**src/rtl/rpd_pkg.sv**
```systemverilog
package rpd_pkg;
  // Strobes from the pairing control to the datapath
  typedef struct packed {
    logic loadHigh;   // store the first group of a pair
    logic emitPair;   // merge with the second group and publish a sample
    logic clearHalf;  // drop any buffered first group
    logic clearStep;  // return the step count to zero
    logic setError;   // raise the sticky error flag
  } rpdCtrl_t;
endpackage

```
**src/rtl/rpd_control.sv**
```systemverilog
module rpd_control
  import rpd_pkg::*;
(
  input  logic     clk,
  input  logic     rst_n,
  input  logic     charValid,
  input  logic     scanStart,
  input  logic     charLegal,
  output rpdCtrl_t ctrl
);
  typedef enum logic { WAIT_HIGH, WAIT_LOW } pairState_t;
  pairState_t pairState;

  always_comb begin
    ctrl = '0;
    if (scanStart) begin
      ctrl.clearHalf = 1'b1;
      ctrl.clearStep = 1'b1;
    end else if (charValid) begin
      if (!charLegal) begin
        ctrl.setError  = 1'b1;
        ctrl.clearHalf = 1'b1;
      end else if (pairState == WAIT_LOW) begin
        ctrl.emitPair = 1'b1;
      end else begin
        ctrl.loadHigh = 1'b1;
      end
    end
  end

  always_ff @(posedge clk) begin
    if (!rst_n) begin
      pairState <= WAIT_HIGH;
    end else if (ctrl.clearHalf || ctrl.emitPair) begin
      pairState <= WAIT_HIGH;
    end else if (ctrl.loadHigh) begin
      pairState <= WAIT_LOW;
    end
  end
endmodule

```
**src/rtl/rpd_datapath.sv**
```systemverilog
module rpd_datapath
  import rpd_pkg::*;
#(
  parameter int CHAR_W      = 8,
  parameter int GROUP_W     = 6,
  parameter int STEP_W      = 10,
  parameter int CHAR_OFFSET = 48
) (
  input  logic                 clk,
  input  logic                 rst_n,
  input  logic [CHAR_W-1:0]    charIn,
  input  rpdCtrl_t             ctrl,
  output logic                 charLegal,
  output logic [2*GROUP_W-1:0] distance,
  output logic [STEP_W-1:0]    stepIdx,
  output logic                 sampleValid,
  output logic                 charError
);
  localparam logic [CHAR_W-1:0] FIRST_CHAR = CHAR_W'(CHAR_OFFSET);
  localparam logic [CHAR_W-1:0] LAST_CHAR  = CHAR_W'(CHAR_OFFSET + (1 << GROUP_W) - 1);

  logic [GROUP_W-1:0] group;
  logic [GROUP_W-1:0] highGroup;
  logic [STEP_W-1:0]  stepCount;

  assign charLegal = (charIn >= FIRST_CHAR) && (charIn <= LAST_CHAR);
  assign group     = GROUP_W'(charIn - FIRST_CHAR);

  always_ff @(posedge clk) begin
    if (!rst_n) begin
      highGroup   <= '0;
      stepCount   <= '0;
      distance    <= '0;
      stepIdx     <= '0;
      sampleValid <= 1'b0;
      charError   <= 1'b0;
    end else begin
      sampleValid <= ctrl.emitPair;
      if (ctrl.setError)  charError <= 1'b1;
      if (ctrl.clearHalf) highGroup <= '0;
      if (ctrl.loadHigh)  highGroup <= group;
      if (ctrl.clearStep) begin
        stepCount <= '0;
      end else if (ctrl.emitPair) begin
        stepCount <= stepCount + STEP_W'(1);
      end
      if (ctrl.emitPair) begin
        distance <= {highGroup, group};
        stepIdx  <= stepCount;
      end
    end
  end
endmodule

```
**src/rtl/rangePairDecoder.sv**
```systemverilog
module rangePairDecoder
  import rpd_pkg::*;
#(
  parameter int CHAR_W      = 8,
  parameter int GROUP_W     = 6,
  parameter int STEP_W      = 10,
  parameter int CHAR_OFFSET = 48
) (
  input  logic                 clk,
  input  logic                 rst_n,
  input  logic [CHAR_W-1:0]    charIn,
  input  logic                 charValid,
  input  logic                 scanStart,
  output logic [2*GROUP_W-1:0] distance,
  output logic [STEP_W-1:0]    stepIdx,
  output logic                 sampleValid,
  output logic                 charError
);
  rpdCtrl_t ctrl;
  logic     charLegal;

  rpd_control u_control (
    .clk       (clk),
    .rst_n     (rst_n),
    .charValid (charValid),
    .scanStart (scanStart),
    .charLegal (charLegal),
    .ctrl      (ctrl)
  );

  rpd_datapath #(
    .CHAR_W      (CHAR_W),
    .GROUP_W     (GROUP_W),
    .STEP_W      (STEP_W),
    .CHAR_OFFSET (CHAR_OFFSET)
  ) u_datapath (
    .clk         (clk),
    .rst_n       (rst_n),
    .charIn      (charIn),
    .ctrl        (ctrl),
    .charLegal   (charLegal),
    .distance    (distance),
    .stepIdx     (stepIdx),
    .sampleValid (sampleValid),
    .charError   (charError)
  );
endmodule

```
**config.mk**
```make
export PLATFORM = sky130hd
export DESIGN_NAME = rangePairDecoder
export DESIGN_NICKNAME = d
export VERILOG_FILES = /design/src/rtl/rpd_pkg.sv /design/src/rtl/rpd_control.sv /design/src/rtl/rpd_datapath.sv /design/src/rtl/rangePairDecoder.sv
export SDC_FILE = /design/constraint.sdc
export NUM_CORES = 1
export LEC_CHECK = 0
export BUFFER_PORTS_ARGS = -buffer_cell sky130_fd_sc_hd__buf_2
export CAP_MARGIN = 10
export CORE_MARGIN = 3
export CORE_UTILIZATION = 46
export CTS_CLUSTER_SIZE = 20
export DETAILED_ROUTE_END_ITERATION = 6
export GPL_TIMING_DRIVEN = 0
export PLACE_DENSITY = 0.73
export SLEW_MARGIN = 20
export SYNTH_ARGS = -nofsm -noshare
export SYNTH_HDL_FRONTEND = slang
export SYNTH_SLANG_ARGS = --single-unit
```
**constraint.sdc**
```tcl
create_clock -name clk -period 1.9 [get_ports clk]
set_input_delay 0.57 -clock clk [delete_from_list [all_inputs] [get_ports clk]]
set_output_delay 0.57 -clock clk [all_outputs]
set_load 0.01 [all_outputs]
```
==> reports/metrics.yaml, run 1 <==
clock_network:
  ctsLongestPathBuffers: 2
  clk_pin_slew_ns: 0.08
  ctsResizeCount: 0
  cts.root.buffer_cell: "clkbuf_8"
  ctsHtreeMaxLevel: 2
  tritoncts: "yes"
  cts_made_buffers: 5
  cts-hold-fix-buffers: 0
  clock-sinks: 41
  worstSkewPairLatency_ns: 0.29
setup_path:
  critical_path.startpoint: "charIn[4]"
  cp-start-kind: "primary input"
  reg2regPathDepth: 5
  r2r_setup_slack_ns: 0.31
  critical_path_arrival_ns: 2.09
  setup.worst_path.class: "in2reg"
  endpoint: "u_datapath.stepCount[8]$_SDFFE_PP0P_"
  critical_path.endpoint_type: "flip-flop"
  rr_endpoint: "u_datapath.stepCount[4]$_SDFFE_PP0P_"
  worst-endpoint-required_ns: 2.13
  reg2reg_from: "u_datapath.stepCount[0]$_SDFFE_PP0P_"
  path_max_fanout: 6
sta:
  min_period_ns: 1.87
  count_of_final_hold_check_violations: 0
  transition_time_of_the_tightest_slew_check_pin_ns: 0.491
  fmaxAchievable_ghz: 0.535
  timing.max_slew.rel_slack_pct: 67.2
  fin_skew_ns: 0.00361
  layout_worst_path_cycle_share_pct: 98.3
  report.final.slew_viol_count: 0
  grt_setup_unrepaired: "no"
  finalSetupViolations: 0
cells_and_area:
  syn_to_final_growth_pct: 19.5
  post_route_cells_drive_above_1_share_pct: 23.8
  multi_input_area_um2: 920
  design_area_um2: 2190
  sequential_cell_area_um2: 821
  layout.nets: 249
  num-fill-cells: 340
  antenna_cells: 0
grt:
  track_usage_pct: 16.6
  pin_count_of_the_biggest_net_entering_global_routing: 15
  grt-ovfl-total: 0
  number_of_global_route_vias_before_repair: 1421
  grt_antenna_before_repair: 0
  global_route_wire_length_before_repair_um: 6440
detailed_routing:
  detail_route.drc_violations: 0
  ant_nets: 0
  dr.first_iter.drc_count: 89
  drtPass1Iterations: 4
  routed_wirelength_um: 3880
  detail_route.wl_per_cell_um: 13.7
  drt-vias-per-instance: 5.41
  vias: 1532
floorplanning:
  io_pins: 36
  die_height_um: 69.2
  placementRows: 22
  die_w_um: 69.2
  fp.coreArea_um2: 3740
  die_area_um2: 4790
  initial_core_util_pct: 49.1
yosys:
  synth_top_area_share_pct: 44.7
  seq_area_frac_synth_pct: 44.7
  yosys.cell_types.count: 33
  cells_after_synthesis: 191
  yosysWarningCount: 0
  register_bit_total_from_synthesis: 41
  syn-cell-area_um2: 1840
  synth_fp_nets: 206
  synth.largest_area_cell: "dfxtp_1"
  syn_avg_cell_area_um2: 9.62
  post_synth_main_area_contributors: "dfxtp_1 45%, mux2i_1 11%, nand2_1 9.6%"
place:
  placedInstanceArea_um2: 2070
  dp_hpwl_um: 2780
  count_of_port_buffers_added_during_placement: 35
  replace_congestion: 0.746
power:
  total_leakage_power_nw: 0.828
  total_power_w: 0.00169
  vdd_ir_drop_max_mv: 0.613
  pwr_density_cell_nw_per_um2: 769
flow_run:
  cap_viol_max_count: 0
hold_path:
  worstHoldPathType: "reg2reg"
run_status:
  outcome: "finished, final reports clean"
## cell type report
class	instances	area share, %
tap	48	2.74
buffer	11	3.88
inverter	3	0.513
multi-input combinational	136	41.9
timing repair buffer	36	8.32
clock buffer	5	3.14
sequential	41	37.4
clock inverter	3	2.11
## synth_stat cells (all sizes together)
master and count:
nor2 1, and4 1, o31ai 7, or2b 1, nand2 47, nand2b 1, and3 2, nor4b 1
and2 2, ha 3, xnor2 1, dlygate4sd1 1, a21oi 12, a211oi 2, o21ai 3, o21bai 2
nand4 3, clkbuf 5, a2bb2oi 1, o311a 2, buf 4, nand3 2, or4 6, mux2i 21
or3 5, dfxtp 41, a22o 6, and4b 1, inv 3, nor2b 3, dlymetal6s2s 1
## metal layers
metal,track usage [%],vias to the layer above,wire length (um)
met3,4.93,7,231
li1,-,769,-
met5,0,-,0
met2,25.5,44,1760
met1,21.2,712,1820
met4,7.59,0,66
## report_power, final
group / switching (W) / internal (W) / leakage [nW]
registers: 0.00000330 / 0.000862 / 0.330
logic: 0.0000691 / 0.0000453 / 0.444
clock network: 0.000315 / 0.000393 / 0.0543
total: 0.000388 / 0.00130 / 0.828
## how the worst min path moves through the flow
stage / depth (start not counted) / start / slack [ns] / end
after floorplan: 2 / u_datapath.highGroup[4]$_SDFFE_PN0P_ / 0.44 / u_datapath.distance[10]$_SDFFE_PN0P_
after global placement: 2 / u_datapath.distance[9]$_SDFFE_PN0P_ / 0.44 / u_datapath.distance[9]$_SDFFE_PN0P_
after detailed placement: 2 / u_datapath.distance[6]$_SDFFE_PN0P_ / 0.44 / u_datapath.distance[6]$_SDFFE_PN0P_
after CTS: 2 / u_datapath.stepIdx[1]$_SDFFE_PN0P_ / 0.46 / u_datapath.stepIdx[1]$_SDFFE_PN0P_
after global routing: 2 / u_datapath.stepIdx[5]$_SDFFE_PN0P_ / 0.48 / u_datapath.stepIdx[5]$_SDFFE_PN0P_
final: 2 / u_datapath.stepIdx[1]$_SDFFE_PN0P_ / 0.46 / u_datapath.stepIdx[1]$_SDFFE_PN0P_
## kinds of logic after synthesis
group	after synthesis	share of synthesized area (%)
flip-flops	41	44.7
multiplexers	21	11.4
buffers and inverters	14	5.25
AND/OR/NAND/NOR	76	21.9
adder cells (fa/ha/maj)	3	2.04
XOR/XNOR	1	0.477
AO/OA/AOI/OAI	35	14.2
## per-stage QoR
step	setup TNS (ns)	utilization, %	hold slack, ns	setup slack [ns]	std cells
2_1_floorplan	0	-	0.438	0.0152	191
3_3_place_gp	-6.51	55.3	0.441	-0.230	274
3_5_place_dp	-7.31	55.3	0.444	-0.249	274
4_1_cts	0	58.4	0.460	0.0782	282
5_1_grt	0	58.6	0.477	0.00469	283
6_report	0	58.6	0.457	0.0325	283
## registers in the layout (all words and copies together), names as in the netlist
register,count
u_datapath.stepIdx,10
u_datapath.highGroup,6
u_datapath.distance,12
u_datapath.charError,1
u_datapath.sampleValid,1
u_datapath.stepCount,10
u_control.pairState,1
## critical path, stage by stage
cell       delay, ns
buf_2           0.11
ha_1            0.23
xnor2_1         0.17
a2bb2oi_4       0.21
buf_4           0.15
or4_1           0.50
a21oi_1         0.15
## cell usage in the layout (no fill, tap or decap), drive strengths merged, types with 5 or more instances in the layout
cell,count
nand2,47
mux2i,21
dfxtp,41
a22o,6
clkbuf,10
buf,40
or4,6
or3,5
a21oi,12
o31ai,7
## timing repair
action / CTS / global route
setup buffers: 0 / 1
endpoints found under the setup margin: 0 / 3
endpoints found under the hold margin: 0 / 0
(Power assumes the default switching activity.)
==> inputs of run 2 (changes only) <==
- PLACE_DENSITY: 0.73 -> 0.74
- SYNTH_HIERARCHICAL: unset -> 1
- clock period: 1.9 -> 1.7 ns (I/O delays scaled with it)
==> reports/metrics.yaml, run 2 <==
power:
  total_leakage_power_nw: 0.937
  power.switching_fraction_pct: 20.9
  power.internal_w: 0.00151
  total_power_w: 0.00190
  seqPwrFrac_pct: 50.8
  part_of_the_power_in_the_clock_network_pct: 42.7
  pwr_density_cell_nw_per_um2: 779
  switchingPower_w: 0.000397
  p_comb_share_pct: 6.5
  vdd_ir_drop_max_mv: 0.493
cells_and_area:
  design_area_um2: 2440
  layout.nets: 243
  flip_flop_count_of_the_largest_register_all_copies_and_words_added: 12
  antenna_cells: 0
  most_common_cell_after_layout_fill_and_taps_aside: "dfxtp_1"
  largest_registers: "u_datapath/distance: 12 flops, u_datapath/stepCount: 10 flops, u_datapath/stepIdx: 10 flops"
  regMostFlops: "u_datapath/distance"
  post_route_cells_drive_above_1_share_pct: 38.0
  most-common-layout-cells: "41 x dfxtp_1, 30 x buf_2, 27 x nor2b_1, 20 x mux2i_1"
  syn_to_final_growth_pct: 42.8
detailed_routing:
  ant_nets: 0
  routed_wirelength_um: 3990
  vias: 1400
  dr.first_iter.drc_count: 52
  drt-vias-per-instance: 5.09
  detail_route.drc_violations: 0
  detail_route.wl_per_cell_um: 14.5
  drtPass1Iterations: 4
floorplanning:
  fp.coreArea_um2: 3470
  die_w_um: 67
  placementRows: 21
  io_pins: 36
  die_height_um: 67
  initial_core_util_pct: 49.4
  die_area_um2: 4490
hold_path:
  min_path_cells: 3
  timing.hold.worst.start: "charIn[0]"
  worstHoldPathType: "in2reg"
  hold_endpoint: "u_datapath/highGroup[0]$_SDFFE_PN0P_"
yosys:
  synth.most_common_cell: "dfxtp_1"
  synth-main-ff-cell: "dfxtp_1"
  synth.largest_area_cell: "dfxtp_1"
  synthArstFlopShare_pct: 0
  synth-edff-count: 0
  seq_area_frac_synth_pct: 48.0
  register_bit_total_from_synthesis: 41
  post_synth_main_area_contributors: "dfxtp_1 48%, mux2i_1 12%, nor2b_1 9.9%"
  yosys.cell_types.count: 31
  synth_fp_nets: 185
  synth_top_area_share_pct: 48.0
  syn_avg_cell_area_um2: 10.1
  synth_top_cells_by_count: "41 x dfxtp_1, 27 x nor2b_1, 21 x mux2i_1, 9 x a21oi_1"
  cells_after_synthesis: 170
  yosysWarningCount: 6
  syn-cell-area_um2: 1710
sta:
  worst_slack_ns: -0.371
  hold_ws_ns: 0.468
  grt_setup_unrepaired: "yes"
  setup_tns_ns: -9.13
  min_period_ns: 2.07
  timing.max_slew.rel_slack_pct: 68.0
  fmaxAchievable_ghz: 0.483
  layout_worst_path_cycle_share_pct: 122
  finalSetupViolations: 39
  fin_skew_ns: 0.00739
  report.final.slew_viol_count: 0
  count_of_final_hold_check_violations: 0
  transition_time_of_the_tightest_slew_check_pin_ns: 0.480
clock_network:
  clock-sinks: 41
  worstSkewPairLatency_ns: 0.30
  cts.root.buffer_cell: "clkbuf_8"
  ctsHtreeMaxLevel: 2
  clk_pin_slew_ns: 0.08
  cts_made_buffers: 5
  ctsLongestPathBuffers: 2
  cts-hold-fix-buffers: 0
  tritoncts: "yes"
setup_path:
  critical_path.endpoint_type: "flip-flop"
  r2r_setup_slack_ns: 0.15
  worst-endpoint-required_ns: 1.92
  path_max_fanout: 4
  critical_path_buf_inv_count: 2
  timing.critical_path.slowest_cell_delay_ns: 0.43
  worst_path_dominant_cell_family: "simple AND/OR/NAND/NOR gates"
  setup.worst_path.class: "in2reg"
  cp-start-kind: "primary input"
  rr_endpoint: "u_datapath/stepCount[6]$_SDFFE_PP0P_"
  cp_slowest_cell: "or4_4"
  crit_chain: "buf_8 > and3_4 > a31oi_4 > nor3_4 > nand2_2 > nor3b_4 > buf_6 > nand3_4 > or4_4 > a21oi_1"
  reg2regPathDepth: 5
  critical_path_arrival_ns: 2.29
  reg2reg_from: "u_control/pairState$_SDFFE_PP0P_"
grt:
  grt_antenna_before_repair: 0
  pin_count_of_the_biggest_net_entering_global_routing: 13
  track_usage_pct: 20.5
  number_of_global_route_vias_before_repair: 1421
  global_route_wire_length_before_repair_um: 6610
  grt-ovfl-total: 0
place:
  dp_hpwl_um: 2440
  worst_case_setup_slack_after_placement_ns: -0.898
  placedInstanceArea_um2: 2000
  replace_congestion: 0.817
  count_of_port_buffers_added_during_placement: 35
run_status:
  failed_checks: "setup timing"
  outcome: "finished with violations"
flow_run:
  cap_viol_max_count: 0
==> run 2: worst max path at each step <==
stage                                                      end  depth (start not counted)  slack, ns  startpoint
after global routing      u_datapath/stepCount[7]$_SDFFE_PP0P_                         11      -0.42   charIn[4]
after detailed placement  u_datapath/stepCount[7]$_SDFFE_PP0P_                         10      -0.90   charIn[4]
after global placement    u_datapath/stepCount[7]$_SDFFE_PP0P_                         10      -0.83   charIn[4]
final                     u_datapath/stepCount[6]$_SDFFE_PP0P_                         10      -0.37   charIn[1]
after floorplan           u_datapath/stepCount[7]$_SDFFE_PP0P_                          9      -0.49   charIn[4]
after CTS                 u_datapath/stepCount[9]$_SDFFE_PP0P_                         10      -0.34   charIn[4]
==> run 2: power groups by stage <==
stage | registers (W) | logic, W | clock network (W)
2_1_floorplan | 0.000990 | 0.0000493 | 0
3_3_place_gp | 0.000989 | 0.0000855 | 0
3_5_place_dp | 0.000989 | 0.0000872 | 0
4_1_cts | 0.000967 | 0.000114 | 0.000827
5_1_grt | 0.000967 | 0.000135 | 0.000880
6_report | 0.000967 | 0.000124 | 0.000812
==> run 2: kinds of logic (layout without fill, tap and decap cells) <==
group,count (synthesis),after routing,share of synthesized area [%]
muxes,21,21,12.3
AOI/OAI and AO/OA,21,21,8.11
xor gates and xnor gates,4,4,2.05
adders and majority gates,3,3,2.19
DFF,41,41,48.0
buffers and inverters,11,70,3.00
and+or+nand+nor,69,69,24.4
==> run 2: metal layers <==
layer / GRT usage [%] / part of all wire [%] / up-vias
li1: - / - / 701
met1: 23.0 / 44 / 662
met2: 34.2 / 51 / 35
met3: 4.55 / 4.6 / 2
met5: 0 / 0 / -
met4: 13.9 / 0.73 / 0
==> run 2: layout make-up <==
| type | count | area [um2] |
|---|---|---|
| well taps | 46 | 57.6 |
| plain buffers | 9 | 82.6 |
| repair buffers | 51 | 389 |
| multi-input cells | 118 | 967 |
| flip-flops and latches | 41 | 821 |
| inverters | 2 | 10.0 |
| fillers | 262 | 1020 |
| clock inverters | 1 | 30.0 |
| clock buffers | 7 | 86.3 |
==> run 2: metrics by stage <==
step           utilization [%]  cells
4_1_cts                   68.8    272
6_report                  70.5    275
2_1_floorplan                -    170
3_5_place_dp              57.6    251
5_1_grt                   70.5    275
3_3_place_gp              57.6    251
==> run 2: tightest hold or removal path, delay by kind of cell <==
family                 cells  cell delay, ns
buffers and inverters      1            0.08
AND/OR/NAND/NOR            1            0.09
AO/OA/AOI/OAI              1            0.05
==> run 2: repair_timing <==
item,4_1_cts,5_1_grt
gates cloned,2,0
pin swaps,11,10
buffers inserted,11,4
resized for setup,32,14
setup endpoints to repair,39,39
==> inputs of run 3 (changes only) <==
- CAP_MARGIN: 10 -> 20
- CORE_MARGIN: 3 -> unset
- PLACE_DENSITY: 0.74 -> 0.73
- SYNTH_HIERARCHICAL: 1 -> unset
==> reports/metrics.yaml, run 3 (synthesis results as in run 1) <==
floorplanning:
  fp.coreArea_um2: 3740
  io_pins: 36
  initial_core_util_pct: 49.1
  die_height_um: 65.2
  placementRows: 22
  die_area_um2: 4250
  die_w_um: 65.2
cells_and_area:
  layout.nets: 257
  layout.cells.non_filler: 291
  sequential_cell_area_um2: 821
  antenna_cells: 0
  regMostFlops: "u_datapath.distance"
  most_common_cell_after_layout_fill_and_taps_aside: "nand2_1"
  largest_registers: "u_datapath.distance: 12 flops, u_datapath.stepCount: 10 flops, u_datapath.stepIdx: 10 flops"
  flip_flop_count_of_the_largest_register_all_copies_and_words_added: 12
  num-fill-cells: 335
  design_area_um2: 2330
  post_route_cells_drive_above_1_share_pct: 28.4
  syn_to_final_growth_pct: 26.8
  most-common-layout-cells: "47 x nand2_1, 41 x dfxtp_1, 33 x buf_2, 21 x mux2i_1, 11 x a21oi_1"
  multi_input_area_um2: 967
power:
  vdd_ir_drop_max_mv: 0.385
  total_power_w: 0.00175
  pwr_density_cell_nw_per_um2: 751
  total_leakage_power_nw: 0.881
setup_path:
  path_max_fanout: 8
  setup.worst_path.class: "in2reg"
  cp-start-kind: "primary input"
  worst-endpoint-required_ns: 1.92
  critical_path.endpoint_type: "flip-flop"
  critical_path_arrival_ns: 1.94
  reg2regPathDepth: 4
sta:
  grt_setup_unrepaired: "yes"
  finalSetupViolations: 2
  setup_tns_ns: -0.0290
  fmaxAchievable_ghz: 0.583
  count_of_final_hold_check_violations: 0
  transition_time_of_the_tightest_slew_check_pin_ns: 0.545
  hold_ws_ns: 0.458
  timing.max_slew.rel_slack_pct: 63.7
  report.final.slew_viol_count: 0
  min_period_ns: 1.72
  layout_worst_path_cycle_share_pct: 101
  fin_skew_ns: 0.00885
  worst_slack_ns: -0.0158
clock_network:
  worstSkewPairLatency_ns: 0.29
  cts.root.buffer_cell: "clkbuf_8"
  ctsHtreeMaxLevel: 2
  clk_pin_slew_ns: 0.08
  cts_made_buffers: 5
  cts-hold-fix-buffers: 0
  clock-sinks: 41
  ctsLongestPathBuffers: 2
  tritoncts: "yes"
grt:
  pin_count_of_the_biggest_net_entering_global_routing: 14
  track_usage_pct: 20.1
  global_route_wire_length_before_repair_um: 6500
  grt_antenna_before_repair: 0
  number_of_global_route_vias_before_repair: 1330
  grt-ovfl-total: 0
detailed_routing:
  detail_route.wl_per_cell_um: 14.5
  vias: 1555
  drtPass1Iterations: 4
  detail_route.drc_violations: 0
  routed_wirelength_um: 4230
  drt-vias-per-instance: 5.34
  dr.first_iter.drc_count: 66
  ant_nets: 0
run_status:
  failed_checks: "setup timing"
  outcome: "finished with violations"
place:
  replace_congestion: 0.799
  placedInstanceArea_um2: 2100
  count_of_port_buffers_added_during_placement: 35
  placed_cells_incl_taps: 274
  dp_hpwl_um: 2770
flow_run:
  cap_viol_max_count: 0
hold_path:
  min_path_cells: 2
  worstHoldPathType: "reg2reg"
-- run 3: changes by cell type in the layout (fill, tap and decap cells not counted), sizes merged, moves of 5 or more --
cell / delta
or3: +5
nand2: +40
nor2: -6
nor2b: -24
buf: -8
a22o: +6
nor3b: -7
-- run 3: layout make-up --
cell class	count	area share, %
inverter	3	0.591
tap	48	2.58
multi-input combinational	136	41.5
timing repair buffer	44	12.0
buffer	11	4.35
clock buffer	5	2.95
sequential	41	35.2
clock inverter	3	0.752
-- run 3: where the power goes --
| group | leakage (nW) | switching, W | total, W | internal [W] |
|---|---|---|---|---|
| logic | 0.507 | 0.0000927 | 0.000164 | 0.0000716 |
| clock network | 0.0439 | 0.000335 | 0.000618 | 0.000283 |
| registers | 0.330 | 0.00000364 | 0.000968 | 0.000964 |
| total | 0.881 | 0.000431 | 0.00175 | 0.00132 |
-- run 3: metal layers --
layer / wire, um / track usage, % / vias up
li1: - / - / 780
met3: 209 / 4.34 / 5
met5: 0 / 0 / -
met1: 2060 / 28.3 / 723
met2: 1930 / 29.8 / 47
met4: 38 / 7.34 / 0
-- run 3: timing repair --
item / in CTS / in global routing
pin swaps: 1 / 5
resized for setup: 0 / 13
cloned: 0 / 1
buffers inserted: 2 / 6
setup endpoints to repair: 13 / 30
-- run 3: worst max-delay path: stages --
cell,delay (ns)
buf_8,0.10
ha_4,0.17
xnor2_4,0.14
a2bb2oi_4,0.21
buf_6,0.16
nor2_4,0.23
clkbuf_16,0.20
mux2i_1,0.20
-- run 3: worst paths after layout --
check                                      start                                   to  slack, ns
max                                    charIn[5]  u_datapath.distance[6]$_SDFFE_PN0P_      -0.02
min          u_datapath.distance[7]$_SDFFE_PN0P_  u_datapath.distance[7]$_SDFFE_PN0P_       0.46
max reg2reg     u_control.pairState$_SDFFE_PP0N_  u_datapath.distance[6]$_SDFFE_PN0P_       0.11
min reg2reg  u_datapath.distance[7]$_SDFFE_PN0P_  u_datapath.distance[7]$_SDFFE_PN0P_       0.46
-- run 3: per-stage QoR --
step                      util (%)  setup WS (ns)
after floorplan                  -        -0.0123
after CTS                     58.9        0.00461
final                         62.2        -0.0158
after global routing          62.2        -0.0581
after detailed placement      56.2         -0.331
after global placement        56.2         -0.312
